<file path="src/rtl/io_space_pkg.sv">
package io_space_pkg;

    typedef enum logic [2:0] {
        OP_IDLE  = 3'd0,
        OP_IN    = 3'd1,
        OP_OUT   = 3'd2,
        OP_LOAD  = 3'd3,
        OP_STORE = 3'd4,
        OP_BSET  = 3'd5,
        OP_BCLR  = 3'd6,
        OP_BTEST = 3'd7
    } io_op_e;

    typedef struct packed {
        logic       io_hit;
        logic [5:0] io_idx;
        logic       ext_hit;
        logic [7:0] ext_addr;
        logic       illegal;
        logic       rd;
        logic       wr_byte;
        logic       bset;
        logic       bclr;
        logic       btest;
    } io_dec_s;

endpackage

</file>
<file path="src/rtl/io_addr_decode.sv">
module io_addr_decode
    import io_space_pkg::*;
#(
    parameter int IO_OFFSET = 32,
    parameter int PORT_SPAN = 64,
    parameter int BIT_SPAN  = 32
) (
    input  io_op_e     op,
    input  logic [7:0] addr,
    output io_dec_s    dec
);
    localparam int EXT_START = IO_OFFSET + PORT_SPAN;

    always_comb begin
        dec = '0;
        unique case (op)
            OP_IN, OP_OUT: begin
                if (int'(addr) < PORT_SPAN) begin
                    dec.io_hit  = 1'b1;
                    dec.io_idx  = addr[5:0];
                    dec.rd      = (op == OP_IN);
                    dec.wr_byte = (op == OP_OUT);
                end else begin
                    dec.illegal = 1'b1;
                end
            end
            OP_LOAD, OP_STORE: begin
                dec.rd      = (op == OP_LOAD);
                dec.wr_byte = (op == OP_STORE);
                if (int'(addr) >= IO_OFFSET && int'(addr) < EXT_START) begin
                    dec.io_hit = 1'b1;
                    dec.io_idx = 6'(int'(addr) - IO_OFFSET);
                end else if (int'(addr) >= EXT_START) begin
                    dec.ext_hit  = 1'b1;
                    dec.ext_addr = addr;
                end
            end
            OP_BSET, OP_BCLR, OP_BTEST: begin
                if (int'(addr) < BIT_SPAN) begin
                    dec.io_hit = 1'b1;
                    dec.io_idx = addr[5:0];
                    dec.bset   = (op == OP_BSET);
                    dec.bclr   = (op == OP_BCLR);
                    dec.btest  = (op == OP_BTEST);
                end else begin
                    dec.illegal = 1'b1;
                end
            end
            default: ;
        endcase
    end
endmodule

</file>
<file path="src/rtl/io_flag_reg.sv">
module io_flag_reg #(
    parameter int FLAG_W = 4
) (
    input  logic              clk,
    input  logic              rst,
    input  logic [FLAG_W-1:0] evt_set,
    input  logic [FLAG_W-1:0] clr_mask,
    output logic [FLAG_W-1:0] flags_q
);
    typedef struct packed {
        logic [FLAG_W-1:0] flags;
    } flag_st_s;

    flag_st_s st_d, st_q;

    always_comb begin
        st_d       = st_q;
        st_d.flags = (st_q.flags & ~clr_mask) | evt_set;
    end

    always_ff @(posedge clk) begin
        if (rst) st_q <= '0;
        else     st_q <= st_d;
    end

    assign flags_q = st_q.flags;

    p_set_wins_r7: assert property (@(posedge clk) disable iff (rst)
        (|evt_set) |=> ((flags_q & $past(evt_set)) == $past(evt_set)));

    p_zero_clear_holds_r6: assert property (@(posedge clk) disable iff (rst)
        (clr_mask == '0 && evt_set == '0) |=> $stable(flags_q));
endmodule

</file>
<file path="src/rtl/io_gp_bank.sv">
module io_gp_bank #(
    parameter int NUM_REGS = 4
) (
    input  logic                     clk,
    input  logic                     rst,
    input  logic [NUM_REGS-1:0]      sel,
    input  logic                     wr_byte,
    input  logic                     bset,
    input  logic                     bclr,
    input  logic [2:0]               bit_idx,
    input  logic [7:0]               wdata,
    output logic [NUM_REGS-1:0][7:0] regs_q
);
    typedef struct packed {
        logic [NUM_REGS-1:0][7:0] regs;
    } bank_st_s;

    bank_st_s   st_d, st_q;
    logic [7:0] bit_mask;

    assign bit_mask = 8'd1 << bit_idx;

    always_comb begin
        st_d = st_q;
        for (int i = 0; i < NUM_REGS; i++) begin
            if (sel[i]) begin
                if (wr_byte)   st_d.regs[i] = wdata;
                else if (bset) st_d.regs[i] = st_q.regs[i] | bit_mask;
                else if (bclr) st_d.regs[i] = st_q.regs[i] & ~bit_mask;
            end
        end
    end

    always_ff @(posedge clk) begin
        if (rst) st_q <= '0;
        else     st_q <= st_d;
    end

    assign regs_q = st_q.regs;

    p_no_write_holds_r5: assert property (@(posedge clk) disable iff (rst)
        (sel == '0) |=> $stable(regs_q));

    p_sel_onehot_r1: assert property (@(posedge clk) disable iff (rst)
        $onehot0(sel));
endmodule

</file>
<file path="src/rtl/io_space_unit.sv">
module io_space_unit
    import io_space_pkg::*;
#(
    parameter int FLAG_W    = 4,
    parameter int NUM_GP    = 3,
    parameter int FLAG_IO   = 12,
    parameter int GP_BASE   = 28,
    parameter int EXT_ADDR  = 96,
    parameter int IO_OFFSET = 32
) (
    input  logic              clk,
    input  logic              rst,
    input  logic [2:0]        req_op,
    input  logic [7:0]        req_addr,
    input  logic [2:0]        req_bit,
    input  logic [7:0]        wdata,
    input  logic [FLAG_W-1:0] event_set,
    output logic [7:0]        rdata,
    output logic              bit_val,
    output logic              err_pulse
);
    localparam int NUM_REGS = NUM_GP + 1;
    localparam int RESV_W   = 8 - FLAG_W;

    typedef struct packed {
        logic err;
    } top_st_s;

    io_dec_s                  dec;
    logic [NUM_REGS-1:0]      sel;
    logic [NUM_REGS-1:0][7:0] regs;
    logic [FLAG_W-1:0]        flags;
    logic [FLAG_W-1:0]        clr_mask;
    logic                     flag_sel;
    logic [7:0]               sel_byte;
    top_st_s                  st_d, st_q;

    io_addr_decode #(.IO_OFFSET(IO_OFFSET), .PORT_SPAN(64), .BIT_SPAN(32)) u_dec (
        .op   (io_op_e'(req_op)),
        .addr (req_addr),
        .dec  (dec)
    );

    generate
        for (genvar g = 0; g < NUM_GP; g++) begin : g_gp_sel
            assign sel[g] = dec.io_hit && (dec.io_idx == 6'(GP_BASE + g));
        end
    endgenerate
    assign sel[NUM_GP] = dec.ext_hit && (dec.ext_addr == 8'(EXT_ADDR));
    assign flag_sel    = dec.io_hit && (dec.io_idx == 6'(FLAG_IO));

    always_comb begin
        clr_mask = '0;
        if (flag_sel && dec.wr_byte) clr_mask = wdata[FLAG_W-1:0];
        else if (flag_sel && dec.bset) clr_mask = FLAG_W'(1) << req_bit;
    end

    io_flag_reg #(.FLAG_W(FLAG_W)) u_flags (
        .clk      (clk),
        .rst      (rst),
        .evt_set  (event_set),
        .clr_mask (clr_mask),
        .flags_q  (flags)
    );

    io_gp_bank #(.NUM_REGS(NUM_REGS)) u_bank (
        .clk     (clk),
        .rst     (rst),
        .sel     (sel),
        .wr_byte (dec.wr_byte),
        .bset    (dec.bset),
        .bclr    (dec.bclr),
        .bit_idx (req_bit),
        .wdata   (wdata),
        .regs_q  (regs)
    );

    always_comb begin
        sel_byte = '0;
        if (flag_sel) sel_byte = {{RESV_W{1'b0}}, flags};
        for (int i = 0; i < NUM_REGS; i++) begin
            if (sel[i]) sel_byte = regs[i];
        end
    end

    assign rdata   = dec.rd ? sel_byte : 8'd0;
    assign bit_val = dec.btest ? sel_byte[req_bit] : 1'b0;

    always_comb begin
        st_d     = st_q;
        st_d.err = dec.illegal;
    end

    always_ff @(posedge clk) begin
        if (rst) st_q <= '0;
        else     st_q <= st_d;
    end

    assign err_pulse = st_q.err;

    p_err_follows_r4: assert property (@(posedge clk) disable iff (rst)
        dec.illegal |=> err_pulse);

    p_err_one_cycle_r11: assert property (@(posedge clk) disable iff (rst)
        !dec.illegal |=> !err_pulse);

    p_illegal_quiet_r11: assert property (@(posedge clk) disable iff (rst)
        dec.illegal |-> (rdata == 8'd0 && !bit_val && sel == '0));

    p_resv_bits_zero_r9: assert property (@(posedge clk) disable iff (rst)
        (flag_sel && dec.rd) |-> (rdata[7:FLAG_W] == '0));
endmodule

</file>
<file path="config.mk">
export PLATFORM = sky130hd
export DESIGN_NAME = io_space_unit
export DESIGN_NICKNAME = d
export VERILOG_FILES = /design/src/rtl/io_space_pkg.sv /design/src/rtl/io_addr_decode.sv /design/src/rtl/io_flag_reg.sv /design/src/rtl/io_gp_bank.sv /design/src/rtl/io_space_unit.sv
export SDC_FILE = /design/constraint.sdc
export NUM_CORES = 1
export LEC_CHECK = 0
export ABC_AREA = 1
export CAP_MARGIN = 20
export CORE_ASPECT_RATIO = 1.5
export CORE_UTILIZATION = 49
export DETAILED_ROUTE_END_ITERATION = 8
export PLACE_DENSITY = 0.86
export SYNTH_ARGS = -nofsm -noshare
export SYNTH_HDL_FRONTEND = slang
export SYNTH_SLANG_ARGS = --single-unit
</file>
<file path="constraint.sdc">
create_clock -name clk -period 1.8 [get_ports clk]
set_input_delay 0.27 -clock clk [delete_from_list [all_inputs] [get_ports clk]]
set_output_delay 0.27 -clock clk [all_outputs]
set_load 0.02 [all_outputs]
</file>
==> reports/results.txt, run 1 <==
Total Routing Usage GR: 73.3%
clock buffer depth: 2
Post-Place Setup Slack: -1.48 ns
grt ovf: 58
Post-Synth Adder-Cell Area: 0%
main combinational cell family by area after synthesis: simple AND/OR/NAND/NOR gates
XOR/XNOR Fraction of Synth Area: 0%
top_reg_cell synth: dfxtp_1
H-tree levels: 2
post-synthesis simple-gate area fraction: 40.3%
proportion of synthesized chip area in sequential cells: 31.1%
Cells after Synth: 382
CTS root buf: clkbuf_8
Worst endpoint type: top-level output
placed insts: 535
status: did not finish
CTS sink count: 37
top cells by instance count after synthesis: nand2_1, nor2_1, inv_1
Synth area leader: dfxtp_1
io pins: 38
total CTS buffers: 5
Routability Congestion: 0.921
Ys Warns: 0
Yosys top cell area share: 31.1%
DPL Wire Length: 5620 µm
Synth Area in Compound Gates: 17.8%
Post-synth EDFFs: 0
buffers added on ports: 37
largest net degree at the start of global routing: 38
row cnt: 30
die height: 87.4 µm
Err: [ERROR GRT-0232] Routing congestion too high. Check the congestion heatmap in the GUI.
Async SR Flop Fraction: 0%
largest cells by area after synthesis: dfxtp_1, nand2_1, nor2_1
Crit. endpoint post-GRT repair: bit_val
count of cell types in the netlist: 30
Syn Std Cell Area: 2380 µm²
mean post-synth cell area: 6.24 µm²
Post-Syn Nets: 410
die width: 58.9 µm
mux cell area share after synthesis: 0%
Initial Util: 52.0%
Hold Buf Count CTS: 0
top-count cell post-synth: nand2_1
Exit stage: 5_1_grt
synthesis-stage register bit count: 37
## per-stage QoR
step / hold WS (ns) / instance area [µm²]
3_5_place_dp: 0.452 / 3320
2_1_floorplan: 0.404 / 2440
4_1_cts: 0.466 / 3790
3_3_place_gp: 0.450 / 3320
## cell families after synthesis
family / Yosys count
AND/OR/NAND/NOR: 215
buffers and inverters: 66
AO/OA/AOI/OAI: 64
flip-flops: 37
## per-layer routing
metal | overflow | GRT usage, %
met2 | 37 | 96.2
met5 | 0 | 0
met4 | 21 | 85.3
met3 | 0 | 44.7
met1 | 0 | 71.7
## repair_timing
action | in CTS
endpoints found under the setup margin | 45
setup buffers | 19
pin swaps | 39
resized for setup | 140
gates cloned | 2
==> inputs of run 2 (changes only) <==
--- a/config.mk
+++ b/config.mk
@@ -7,10 +7,9 @@
 export LEC_CHECK = 0
 export ABC_AREA = 1
 export CAP_MARGIN = 20
-export CORE_ASPECT_RATIO = 1.5
-export CORE_UTILIZATION = 49
+export CORE_UTILIZATION = 40
 export DETAILED_ROUTE_END_ITERATION = 8
-export PLACE_DENSITY = 0.86
+export PLACE_DENSITY_LB_ADDON = 0.15
 export SYNTH_ARGS = -nofsm -noshare
 export SYNTH_HDL_FRONTEND = slang
 export SYNTH_SLANG_ARGS = --single-unit
==> constraint.sdc (replaced) <==
create_clock -name clk -period 2.3 [get_ports clk]
set_input_delay 0.345 -clock clk [delete_from_list [all_inputs] [get_ports clk]]
set_output_delay 0.345 -clock clk [all_outputs]
set_load 0.02 [all_outputs]
==> reports/results.txt, run 2 <==
setup repair after global routing missed its margin: true
Iter 0 DRT Violations: 160
top_reg_cell synth: dfxtp_1
top cells by instance count after synthesis: nand2_1, nor2_1, inv_1
via count of the first global-routing pass: 2673
CTS sink count: 37 (unchanged)
relative slew slack: 72.6%
violated checks: negative setup slack
Async SR Flop Fraction: 0% (unchanged)
io pins: 38 (unchanged)
post-route minimum period: 2.53 ns
drt pass-1 iters: 5
Post-Layout Inst Area: 3820 µm²
Cells after Synth: 382 (unchanged)
overall power: 1.55 mW
largest net degree at the start of global routing: 38
die height: 79.2 µm (-9.4%)
row cnt: 27 (-10%)
Hold Buf Count CTS: 0 (unchanged)
most frequent cells in the layout: nand2_1, buf_4, nor2_1
Worst setup SP type: input pin
Max Clk Rate: 396 MHz
grt ovf: 0
Top Metal Used: met4
top-count cell post-synth: nand2_1
Final #Nets: 527
Critical Path Fanout Max: 6
Worst Tran Pin Value: 0.411 ns
clk_lat worst skew: 0.29 ns
final worst path period share: 110%
Initial Util: 42.5% (-9.5 points)
die width: 79.2 µm (+34%)
Max IR drop VDD: 0.314 mV
worst path required time: 1.96 ns
setup tns final: -0.489 ns
synthesis-stage register bit count: 37 (unchanged)
CTS root buf: clkbuf_8
Routed Antenna Nets: 0
H-tree levels: 2 (unchanged)
first-pass GRT wire length: 12600 µm
Syn Std Cell Area: 2380 µm² (unchanged)
placed instance area: 3240 µm² (-2.3%)
mean post-synth cell area: 6.24 µm² (unchanged)
Post-Syn Nets: 410 (unchanged)
Routed met3 length: 506 µm
residual DRC count: 0
skew final: 0 ns
count of final setup violators: 6
largest cells by area after synthesis: dfxtp_1, nand2_1, nor2_1
clock buffer depth: 2 (unchanged)
buffers added on ports: 37 (unchanged)
most common cell after layout, fill and taps aside: nand2_1
total CTS buffers: 5 (unchanged)
Reg clk slew, reported paths: 0.07 ns
layout cells sized above 1: 35.0%
worst r2r path cells: 2
WL met1: 3510 µm
final setup margin: -0.226 ns
P_leak: 1.69 nW
CP Capture Type: output pin
Slew Limit Fails: 0
initial antenna violation count: 0
wire length on met2: 3970 µm
Routability Congestion: 0.861 (-6.6%)
proportion of synthesized chip area in sequential cells: 31.1% (unchanged)
hold path depth: 2
Total Routing Usage GR: 25.9%
Hold Violations, Final: 0
Syn-to-layout area delta: 60.4%
Core ar.: 5610 µm²
Non-Filler Instances: 572
DPL Wire Length: 5250 µm (-6.7%)
CP arrival: 2.18 ns
TritonCTS clock tree: yes
Yosys top cell area share: 31.1% (unchanged)
max-cap viol count: 0
power density cells: 405 nW/µm²
WL final: 8140 µm
via count: 2963
Synth area leader: dfxtp_1
critical path class: input pin to output pin
Ys Warns: 0 (unchanged)
status: complete, but fails checks
Die Area: 6270 µm²
antenna diode count: 0
count of cell types in the netlist: 30 (unchanged)
placed insts: 541 (+1.1%)
DR vias/cell: 5.18
Post-Place Setup Slack: -1.20 ns (+0.284 ns)
Post-synth EDFFs: 0 (unchanged)
Hold Path Class: register to register
post-DR wirelength/cell: 14.2 µm
## run 2: final cells by class
type / count / area (µm²)
clock buffer: 7 / 86.3
clock inverter: 1 / 30.0
fill: 476 / 1790
inverter: 57 / 224
multi-input combinational: 280 / 1650
sequential: 37 / 741
tap: 72 / 90.1
timing repair buffer: 117 / 991
timing repair inverter: 1 / 7.51
## run 2: stage by stage
step,util (%),hold WS (ns)
2_1_floorplan,-,0.434
3_3_place_gp,57.9,0.455
3_5_place_dp,57.9,0.447
4_1_cts,64.0,0.466
5_1_grt,68.1,0.478
6_report,68.1,0.468
## run 2: metal layers
layer | vias up | global-route usage, %
met1 | 1362 | 33.2
met5 | - | 0
li1 | 1483 | -
met4 | 0 | 7.64
met2 | 99 | 43.1
met3 | 19 | 5.98
## run 2: worst max-delay path, stage by stage
cell and delay, ns:
buf_4 0.13, nand2_2 0.07, nand2_2 0.06, nor2_4 0.13, buf_4 0.13, a21oi_2 0.03
nor3_2 0.18, buf_4 0.16, clkinvlp_4 0.17, nand2_2 0.12, o22ai_2 0.09, nand2_1 0.07
nand2_1 0.05, nand2_1 0.06, nand2_1 0.06, nor2_2 0.16, buf_6 0.14
## run 2: cells by family (layout without fill, tap and decap cells)
logic type             after synthesis  count (layout)  synth area share [%]
AND/OR/NAND/NOR                    215             216                  40.3
flip-flops                          37              37                  31.1
buffers and inverters               66             183                  10.8
AO/OA/AOI/OAI                       64              64                  17.8
## run 2: path summary, 6_finish.rpt
| path | from | to | slack, ns |
|---|---|---|---|
| worst max register to register | register | register | 1.58 |
| worst min register to register | register | register | 0.47 |
| worst max-delay path | req_addr[6] | bit_val | -0.23 |
| worst min-delay path | register | register | 0.47 |
## run 2: report_power, final
group	total [mW]	switching [mW]	internal, mW
Sequential	0.650	0.00321	0.646
Clock	0.602	0.248	0.354
Combinational	0.297	0.162	0.136
## run 2: timing repair
| item | 4_1_cts | 5_1_grt |
|---|---|---|
| pin swaps | 36 | 36 |
| cloned | 2 | 0 |
| buffers inserted | 16 | 5 |
| setup endpoints to repair | 13 | 9 |
| resized for setup | 121 | 52 |
(Power assumes the default switching activity.)
